File: src/rtl/osd_timing_pkg.sv
// Package: shared types and helpers for the on-screen text raster timing.
// Assumes stretch codes 0..3 mean factors 1..4.
package osd_timing_pkg;

    typedef logic [1:0] mag_code_t;

    // Pick the stretch code for the current row: row 0 has its own code.
    function automatic mag_code_t pick_mag(input logic first_row,
                                           input mag_code_t first_code,
                                           input mag_code_t rest_code);
        return first_row ? first_code : rest_code;
    endfunction

endpackage

File: src/rtl/osd_sat_counter.sv
// Module: saturating up-counter with synchronous clear.
// Assumes clear has priority over increment. The count holds at all-ones.
module osd_sat_counter #(
    parameter int W = 8
) (
    input  logic         clk,
    input  logic         rst_n,
    input  logic         clr,
    input  logic         inc,
    output logic [W-1:0] cnt
);

    // Count events since the last clear, holding at the top value.
    always_ff @(posedge clk) begin
        if (!rst_n) begin
            cnt <= '0;
        end else if (clr) begin
            cnt <= '0;
        end else if (inc && (cnt != {W{1'b1}})) begin
            cnt <= cnt + 1'b1;
        end
    end

endmodule

File: src/rtl/osd_hwalk.sv
// Module: horizontal walker. It opens a run when the clock-in-line counter
// meets the start target, then steps the dot repeat, the dot column and the
// cell column. It assumes hcnt_i saturates above any reachable target, so a
// run opens at most once per line. hsync_i always closes the run.
module osd_hwalk
    import osd_timing_pkg::*;
#(
    parameter int COLS   = 30,
    parameter int CELL_W = 12,
    parameter int HC_W   = 9,
    localparam int COL_W = $clog2(COLS),
    localparam int DX_W  = $clog2(CELL_W)
) (
    input  logic             clk,
    input  logic             rst_n,
    input  logic             hsync_i,
    input  logic [HC_W-1:0]  hcnt_i,
    input  logic [HC_W-1:0]  hs_tgt_i,
    input  mag_code_t        mag_i,
    output logic             run_o,
    output logic [COL_W-1:0] col_o,
    output logic [DX_W-1:0]  dx_o
);

    localparam logic [COL_W-1:0] COL_LAST = COL_W'(COLS - 1);
    localparam logic [DX_W-1:0]  DX_LAST  = DX_W'(CELL_W - 1);

    logic             run_q;
    logic [1:0]       rep_q;
    logic [COL_W-1:0] col_q;
    logic [DX_W-1:0]  dx_q;

    // Open, step and close the horizontal run for one scan line.
    always_ff @(posedge clk) begin
        if (!rst_n || hsync_i) begin
            run_q <= 1'b0;
            rep_q <= '0;
            col_q <= '0;
            dx_q  <= '0;
        end else if (!run_q) begin
            if (hcnt_i == hs_tgt_i) begin
                run_q <= 1'b1;
            end
        end else if (rep_q >= mag_i) begin
            rep_q <= '0;
            if (dx_q == DX_LAST) begin
                dx_q <= '0;
                if (col_q == COL_LAST) begin
                    col_q <= '0;
                    run_q <= 1'b0;
                end else begin
                    col_q <= col_q + 1'b1;
                end
            end else begin
                dx_q <= dx_q + 1'b1;
            end
        end else begin
            rep_q <= rep_q + 1'b1;
        end
    end

    assign run_o = run_q;
    assign col_o = col_q;
    assign dx_o  = dx_q;

    // a horizontal sync pulse always ends the run.
    a_r9_hsync_closes: assert property (@(posedge clk) disable iff (!rst_n)
        hsync_i |=> !run_q);

    // a run opens only in the cycle after the counter met its target.
    a_r2_open_on_target: assert property (@(posedge clk) disable iff (!rst_n)
        $rose(run_q) |-> $past(hcnt_i == hs_tgt_i));

    // every run begins at the cell origin.
    a_r3_start_origin: assert property (@(posedge clk) disable iff (!rst_n)
        $rose(run_q) |-> (col_q == '0 && dx_q == '0 && rep_q == '0));

    // the column never leaves the grid.
    a_r3_col_bound: assert property (@(posedge clk) disable iff (!rst_n)
        run_q |-> (int'(col_q) < COLS && int'(dx_q) < CELL_W));

endmodule

File: src/rtl/osd_vwalk.sv
// Module: vertical walker. It advances once per horizontal sync. It opens the
// window on the line whose sync count equals the target, then steps the line
// repeat, the dot line and the cell row. Row 0 uses its own stretch code.
// It assumes lcnt_i saturates above any reachable target. vsync_i resets it.
module osd_vwalk
    import osd_timing_pkg::*;
#(
    parameter int ROWS   = 12,
    parameter int CELL_H = 18,
    parameter int LC_W   = 8,
    localparam int ROW_W = $clog2(ROWS),
    localparam int DY_W  = $clog2(CELL_H)
) (
    input  logic             clk,
    input  logic             rst_n,
    input  logic             hsync_i,
    input  logic             vsync_i,
    input  logic [LC_W-1:0]  lcnt_i,
    input  logic [LC_W-1:0]  vs_tgt_i,
    input  mag_code_t        mag_first_i,
    input  mag_code_t        mag_rest_i,
    output logic             run_o,
    output logic [ROW_W-1:0] row_o,
    output logic [DY_W-1:0]  dy_o
);

    localparam logic [ROW_W-1:0] ROW_LAST = ROW_W'(ROWS - 1);
    localparam logic [DY_W-1:0]  DY_LAST  = DY_W'(CELL_H - 1);

    logic             run_q;
    logic [1:0]       rep_q;
    logic [ROW_W-1:0] row_q;
    logic [DY_W-1:0]  dy_q;
    mag_code_t        mag_cur;

    // Select the vertical stretch code for the row now being drawn.
    always_comb mag_cur = pick_mag(row_q == '0, mag_first_i, mag_rest_i);

    // Open, step and close the vertical run, one step per scan line.
    always_ff @(posedge clk) begin
        if (!rst_n || vsync_i) begin
            run_q <= 1'b0;
            rep_q <= '0;
            row_q <= '0;
            dy_q  <= '0;
        end else if (hsync_i) begin
            if (!run_q) begin
                if (lcnt_i == vs_tgt_i) begin
                    run_q <= 1'b1;
                end
            end else if (rep_q >= mag_cur) begin
                rep_q <= '0;
                if (dy_q == DY_LAST) begin
                    dy_q <= '0;
                    if (row_q == ROW_LAST) begin
                        row_q <= '0;
                        run_q <= 1'b0;
                    end else begin
                        row_q <= row_q + 1'b1;
                    end
                end else begin
                    dy_q <= dy_q + 1'b1;
                end
            end else begin
                rep_q <= rep_q + 1'b1;
            end
        end
    end

    assign run_o = run_q;
    assign row_o = row_q;
    assign dy_o  = dy_q;

    // vertical sync closes the window and returns to row 0.
    a_r9_vsync_restarts: assert property (@(posedge clk) disable iff (!rst_n)
        vsync_i |=> (!run_q && row_q == '0 && dy_q == '0));

    // row and dot line hold still between sync pulses.
    a_r5_line_steady: assert property (@(posedge clk) disable iff (!rst_n)
        (!hsync_i && !vsync_i) |=> ($stable(row_q) && $stable(dy_q)));

endmodule

File: src/rtl/osd_raster_timing.sv
// Module: top of the on-screen text raster timing generator. It counts clocks
// since horizontal sync and lines since vertical sync, derives the start
// targets from the position codes, and runs the two walkers. The window flag
// combines both runs with a registered display enable. Coordinates read zero
// outside the window. It assumes sync inputs are single-cycle pulses on clk.
module osd_raster_timing
    import osd_timing_pkg::*;
#(
    parameter int COLS     = 30,
    parameter int ROWS     = 12,
    parameter int CELL_W   = 12,
    parameter int CELL_H   = 18,
    parameter int POS_W    = 6,
    parameter int STEP     = 4,
    parameter int OFS_BASE = 9
) (
    input  logic                      clk,
    input  logic                      rst_n,
    input  logic                      hsync_i,
    input  logic                      vsync_i,
    input  logic [POS_W-1:0]          h_start_i,
    input  logic [1:0]                h_ofs_i,
    input  logic [POS_W-1:0]          v_start_i,
    input  logic [1:0]                row0_hmag_i,
    input  logic [1:0]                row0_vmag_i,
    input  logic [1:0]                rest_hmag_i,
    input  logic [1:0]                rest_vmag_i,
    input  logic                      disp_en_i,
    output logic                      win_active_o,
    output logic [$clog2(COLS)-1:0]   col_o,
    output logic [$clog2(ROWS)-1:0]   row_o,
    output logic [$clog2(CELL_W)-1:0] dot_x_o,
    output logic [$clog2(CELL_H)-1:0] dot_y_o
);

    localparam int HS_MAX = STEP * (2**POS_W - 1) + OFS_BASE + 3;
    localparam int VS_MAX = STEP * (2**POS_W - 1);
    localparam int HC_W   = $clog2(HS_MAX + 2);
    localparam int LC_W   = $clog2(VS_MAX + 2);
    localparam int COL_W  = $clog2(COLS);
    localparam int ROW_W  = $clog2(ROWS);
    localparam int DX_W   = $clog2(CELL_W);
    localparam int DY_W   = $clog2(CELL_H);

    logic [HC_W-1:0]  hcnt;
    logic [LC_W-1:0]  lcnt;
    logic [HC_W-1:0]  hs_tgt;
    logic [LC_W-1:0]  vs_tgt;
    logic             h_run, v_run, en_q;
    logic [COL_W-1:0] col_w;
    logic [ROW_W-1:0] row_w;
    logic [DX_W-1:0]  dx_w;
    logic [DY_W-1:0]  dy_w;
    mag_code_t        hmag_cur;

    // Start targets: four units per position step, plus the base offset horizontally.
    assign hs_tgt = HC_W'(STEP) * HC_W'(h_start_i) + HC_W'(OFS_BASE) + HC_W'(h_ofs_i);
    assign vs_tgt = LC_W'(STEP) * LC_W'(v_start_i);

    // Horizontal stretch follows the row that the vertical walker reports.
    always_comb hmag_cur = pick_mag(row_w == '0, mag_code_t'(row0_hmag_i),
                                    mag_code_t'(rest_hmag_i));

    osd_sat_counter #(.W(HC_W)) u_clk_in_line (
        .clk(clk), .rst_n(rst_n), .clr(hsync_i), .inc(1'b1), .cnt(hcnt)
    );

    osd_sat_counter #(.W(LC_W)) u_line_in_frame (
        .clk(clk), .rst_n(rst_n), .clr(vsync_i), .inc(hsync_i), .cnt(lcnt)
    );

    osd_hwalk #(.COLS(COLS), .CELL_W(CELL_W), .HC_W(HC_W)) u_hwalk (
        .clk(clk), .rst_n(rst_n), .hsync_i(hsync_i), .hcnt_i(hcnt),
        .hs_tgt_i(hs_tgt), .mag_i(hmag_cur),
        .run_o(h_run), .col_o(col_w), .dx_o(dx_w)
    );

    osd_vwalk #(.ROWS(ROWS), .CELL_H(CELL_H), .LC_W(LC_W)) u_vwalk (
        .clk(clk), .rst_n(rst_n), .hsync_i(hsync_i), .vsync_i(vsync_i),
        .lcnt_i(lcnt), .vs_tgt_i(vs_tgt),
        .mag_first_i(mag_code_t'(row0_vmag_i)), .mag_rest_i(mag_code_t'(rest_vmag_i)),
        .run_o(v_run), .row_o(row_w), .dy_o(dy_w)
    );

    // Register the display enable so that it lines up with the walker state.
    always_ff @(posedge clk) begin
        if (!rst_n) begin
            en_q <= 1'b0;
        end else begin
            en_q <= disp_en_i;
        end
    end

    // Gate the window and zero the coordinates outside it.
    always_comb begin
        win_active_o = h_run & v_run & en_q;
        col_o        = win_active_o ? col_w : '0;
        row_o        = win_active_o ? row_w : '0;
        dot_x_o      = win_active_o ? dx_w  : '0;
        dot_y_o      = win_active_o ? dy_w  : '0;
    end

    // display enable low at an edge blanks the following cycle.
    a_r7_disp_off: assert property (@(posedge clk) disable iff (!rst_n)
        !disp_en_i |=> !win_active_o);

endmodule

File: config.mk
export PLATFORM = sky130hd
export DESIGN_NAME = osd_raster_timing
export DESIGN_NICKNAME = d
export VERILOG_FILES = /design/src/rtl/osd_timing_pkg.sv /design/src/rtl/osd_sat_counter.sv /design/src/rtl/osd_hwalk.sv /design/src/rtl/osd_vwalk.sv /design/src/rtl/osd_raster_timing.sv
export SDC_FILE = /design/constraint.sdc
export NUM_CORES = 1
export LEC_CHECK = 0
export BUFFER_PORTS_ARGS = -buffer_cell sky130_fd_sc_hd__buf_2
export CELL_PAD_IN_SITES_DETAIL_PLACEMENT = 0
export CELL_PAD_IN_SITES_GLOBAL_PLACEMENT = 2
export CORE_MARGIN = 1.5
export CORE_UTILIZATION = 33
export CTS_CLUSTER_DIAMETER = 200
export DETAILED_ROUTE_END_ITERATION = 16
export PLACE_DENSITY_LB_ADDON = 0.1
export SLEW_MARGIN = 40
export SYNTH_ARGS = -nofsm -noshare
export SYNTH_HDL_FRONTEND = slang
export SYNTH_SLANG_ARGS = --single-unit
File: constraint.sdc
create_clock -name clk -period 3.5 [get_ports clk]
set_clock_uncertainty 0.1 [all_clocks]
set_input_delay 0.7 -clock clk [delete_from_list [all_inputs] [get_ports clk]]
set_output_delay 0.7 -clock clk [all_outputs]
set_load 0.02 [all_outputs]
==> qor.txt <==
CLOCK TREE
------------------------------------------------------------------------------------
Clock sink total                                                                  42
Clk Latency, worst-skew pair                                                 0.30 ns
Cells resized by post-CTS repair                                                   0
# H-tree levels                                                                    2
Clock tree from TritonCTS                                                        yes
Total setup buffers inserted after CTS                                             0
Clock transition at the registers of the reported paths                      0.08 ns
Number of buffers created by CTS                                                   5
Number of hold buffers added after CTS                                             0
CTS root buf                                                            sky130_fd_sc_hd__clkbuf_8
CTS Buffer Depth                                                                   2

DIE
------------------------------------------------------------------------------------
Die Y                                                                       91.27 um
Starting density of the core                                                  33.62%
Placeable core region                                                   0.007647 sq mm
Number of ports placed on the die boundary                                        46
X dimension of the die                                                      91.27 um
Number of standard-cell rows in the floorplan                                     32
DIE AREA                                                                0.008330 sq mm

STA
------------------------------------------------------------------------------------
Post-route fraction of the period consumed by the critical path               81.28%
Final hold violation count                                                         0
Top achievable clock speed                                                 351.5 MHz
Pin slew with the least headroom to its limit                              0.6736 ns
Total negative setup slack                                                      0 ns
Slew headroom                                                                 55.10%
RSZ-0062 raised after global routing                                              no
Post-layout min period                                                      2.845 ns
Count of final setup violators                                                     0
Number of pins with negative max-slew slack in the final report                    0

SETUP PATH
------------------------------------------------------------------------------------
Critical path arrival                                                        2.96 ns
Critical path type                                                           reg2reg
Type of element capturing the critical path                                 register
Peak fanout along the critical path                                                7
Critical register-to-register path startpoint                           u_vwalk.row_o[0]
Nature of the critical path startpoint                                      register
Worst Reg-to-Reg Cells                                                            10
Worst reg2reg path endpoint                                             u_vwalk.dy_o[1]
Required time worst endpoint                                                 3.61 ns
Internal reg-to-reg setup slack                                              0.66 ns

GRT
------------------------------------------------------------------------------------
Wire length of the first global-routing pass                                 9239 um
Maximum number of pins on one net before global-route repair                      20
Vias in the first global route                                                  2061
Initial antenna violation count                                                    0
Total congestion overflow after global routing                                     0
Overall fraction of global-route tracks in use                                13.63%

SYNTHESIS
------------------------------------------------------------------------------------
Xor and xnor area share after synthesis                                       13.48%
Count of synthesis-stage warnings from yosys                                       0
Simple logic cell fraction of the synthesized area                            28.76%
Syn Std Cell Area                                                       0.002571 sq mm
Synth top cells by count                                                42 x sky130_fd_sc_hd__dfxtp_1, 35 x sky130_fd_sc_hd__nor2_1, 22 x sky130_fd_sc_hd__and2_1
Proportion of synthesized chip area in sequential cells                       32.70%
Post-synthesis cell count                                                        307
Ys flop type                                                            sky130_fd_sc_hd__dfxtp_1
Area share of the largest cell type after synthesis                           32.70%
Complex-gate fraction of the synthesized area                                 9.197%
Leading post-synthesis cells by cell area                               sky130_fd_sc_hd__dfxtp_1 33%, sky130_fd_sc_hd__ha_1 7.8%, sky130_fd_sc_hd__xnor2_1 7.2%
Adder-cell share of the synthesized area                                      7.786%
Asr flop ratio synth                                                              0%
Yosys reg bits                                                                    42
Main combinational cell family by area after synthesis                  simple AND/OR/NAND/NOR gates
Most repeated cell in the gate-level netlist after synthesis            sky130_fd_sc_hd__dfxtp_1
EDFF count, synth                                                                  0
Number of library cell types mapped by synthesis                                  43
Avg Synthesized Cell Area                                                8.375 sq um
Share of synthesized area spent on multiplexers                               4.380%
Post-Syn Nets                                                                    350
Cell taking the most area after synthesis                               sky130_fd_sc_hd__dfxtp_1

OUTCOME
------------------------------------------------------------------------------------
Outcome                                                                 finished clean

PWR
------------------------------------------------------------------------------------
Portion of total power attributed to the clock network                         46.2%
Internal Pwr Total                                                         0.8187 mW
Static Leakage                                                              1.200 nW
Gate power share                                                                7.1%
Psw                                                                        0.2158 mW
Share of total power in sequential cells                                       46.6%
Largest vdd supply drop                                                    0.1416 mV
Total power per unit cell area                                          343.8 mW/mm^2
Switching power share of the total                                            20.86%
Final Total Pwr                                                             1.034 mW

LAYOUT
------------------------------------------------------------------------------------
Multi-input combinational cell area                                     0.001635 sq mm
Area Growth Syn to Fin                                                        17.03%
Area taken by flip-flops and latches                                     840.8 sq um
Post-layout net count                                                            389
Number of fillers in the final layout                                            800
Diodes inserted                                                                    0
Fraction of final layout cells with drive strength greater than 1             17.58%

WORST HOLD PATH
------------------------------------------------------------------------------------
Critical hold path startpoint                                           u_hwalk.col_o[3]
Hold path cells                                                                    2
Class of the worst hold path                                                 reg2reg
Hold Crit Endpoint                                                      u_hwalk.col_o[3]

PLACED DESIGN
------------------------------------------------------------------------------------
Port bufs                                                                         45
Placed wire-length estimate after detailed placement                         3976 um
Weighted congestion at the end of routability-driven global placement         0.7295

DETAILED ROUTING
------------------------------------------------------------------------------------
Final WL                                                                     5223 um
Remaining DRCs                                                                     0
Total via count in the routed design                                            2105
Detailed router's first-iteration violation count                                 73
Remaining number of nets flagged by the antenna check after routing                0
Routed wire per std cell                                                    11.63 um
Vias per cell                                                                  4.688
Detailed-routing iteration count for the pre-antenna-repair pass                   4

JOB
------------------------------------------------------------------------------------
Total of max-cap violations                                                        0

[metal layers]
layer,vias to the layer above,GRT usage (%),share of wire (%)
li1,1127,-,-
met5,-,0,0
met3,6,3.266,3.3
met1,946,17.33,50
met4,0,3.906,1.2
met2,26,22.76,46
[through the flow]
stage	setup slack [ns]	std cells	hold WS, ns	util, %	instance area (sq um)
6_report	0.6551	449	0.4024	39.35	3009
3_5_place_dp	0.6861	441	0.3909	37.48	2867
3_3_place_gp	0.7538	441	0.3853	37.48	2867
5_1_grt	0.3994	449	0.4308	39.35	3009
2_1_floorplan	0.8630	307	0.3665	-	2571
4_1_cts	0.6627	449	0.4042	39.35	3009
[placed cells by master, fill, tap and decap left out, types with 2 or more instances in the layout]
cell,n
sky130_fd_sc_hd__nor3_1,7
sky130_fd_sc_hd__and2_1,22
sky130_fd_sc_hd__nor2_1,35
sky130_fd_sc_hd__buf_2,45
sky130_fd_sc_hd__ha_1,16
sky130_fd_sc_hd__a21o_1,2
sky130_fd_sc_hd__nand4_1,6
sky130_fd_sc_hd__o21ai_0,9
sky130_fd_sc_hd__inv_1,10
sky130_fd_sc_hd__nand3_1,14
sky130_fd_sc_hd__xnor2_1,21
sky130_fd_sc_hd__and3_1,5
sky130_fd_sc_hd__a21oi_2,2
sky130_fd_sc_hd__dfxtp_1,42
sky130_fd_sc_hd__clkbuf_8,6
sky130_fd_sc_hd__nor2b_1,2
sky130_fd_sc_hd__mux2i_1,9
sky130_fd_sc_hd__a21oi_1,11
sky130_fd_sc_hd__bufinv_16,2
sky130_fd_sc_hd__nor4_1,6
sky130_fd_sc_hd__o211ai_1,3
sky130_fd_sc_hd__nand2b_1,7
sky130_fd_sc_hd__nand2_1,19
sky130_fd_sc_hd__xor2_1,16
sky130_fd_sc_hd__or3_1,9
sky130_fd_sc_hd__mux2_2,2
sky130_fd_sc_hd__a211oi_1,3
[flip-flops by register name, indices dropped and copies added, names as in the netlist]
name and cells:
u_vwalk.dy_o 5, u_clk_in_line.cnt 9, en_q 1, u_line_in_frame.cnt 8, u_hwalk.dx_o 4, u_hwalk.rep_q 2
u_vwalk.rep_q 2, u_vwalk.run_o 1, u_hwalk.col_o 5, u_hwalk.run_o 1, u_vwalk.row_o 4
[area by class of cell]
class / count / share of cell area, %
clock buffers: 6 / 2.744
clock inverters: 2 / 1.996
inverters: 10 / 1.247
multi-input cells: 242 / 54.35
flip-flops and latches: 42 / 27.94
well taps: 102 / 4.241
repair buffers: 45 / 7.484
[power groups by stage]
stage               Clock, mW  Sequential, mW  Combinational, mW
finish                  0.478           0.482             0.0739
global route            0.515           0.483             0.0850
CTS                     0.498           0.483             0.0759
detailed placement          0           0.494             0.0755
global placement            0           0.494             0.0748
floorplan                   0           0.493             0.0456
[critical path: stages (launching register included)]
cell and delay (ns):
sky130_fd_sc_hd__dfxtp_1 0.34, sky130_fd_sc_hd__inv_1 0.13, sky130_fd_sc_hd__ha_1 0.16, sky130_fd_sc_hd__and2_1 0.24, sky130_fd_sc_hd__mux2_2 0.38, sky130_fd_sc_hd__ha_1 0.28, sky130_fd_sc_hd__nand2b_1 0.15, sky130_fd_sc_hd__a21oi_2 0.29
sky130_fd_sc_hd__or3_1 0.30, sky130_fd_sc_hd__nand2b_1 0.17, sky130_fd_sc_hd__a211oi_1 0.22
[worst max-delay path by stage]
stage / startpoint / end / cells after the start
after CTS: u_vwalk.row_o[0] / u_vwalk.dy_o[1] / 10
after detailed placement: u_vwalk.row_o[0] / u_vwalk.dy_o[1] / 10
after floorplan: u_vwalk.row_o[0] / u_vwalk.dy_o[1] / 12
after global routing: u_vwalk.row_o[0] / u_vwalk.dy_o[1] / 10
final: u_vwalk.row_o[0] / u_vwalk.dy_o[1] / 10
after global placement: u_vwalk.row_o[0] / u_vwalk.dy_o[1] / 10
[cell families after synthesis]
group,count (synthesis)
XOR/XNOR,38
AO/OA/AOI/OAI,37
adder cells (fa/ha/maj),16
AND/OR/NAND/NOR,140
multiplexers,11
flip-flops,42
buffers and inverters,23
No activity file was read; power rests on OpenSTA's default activity.
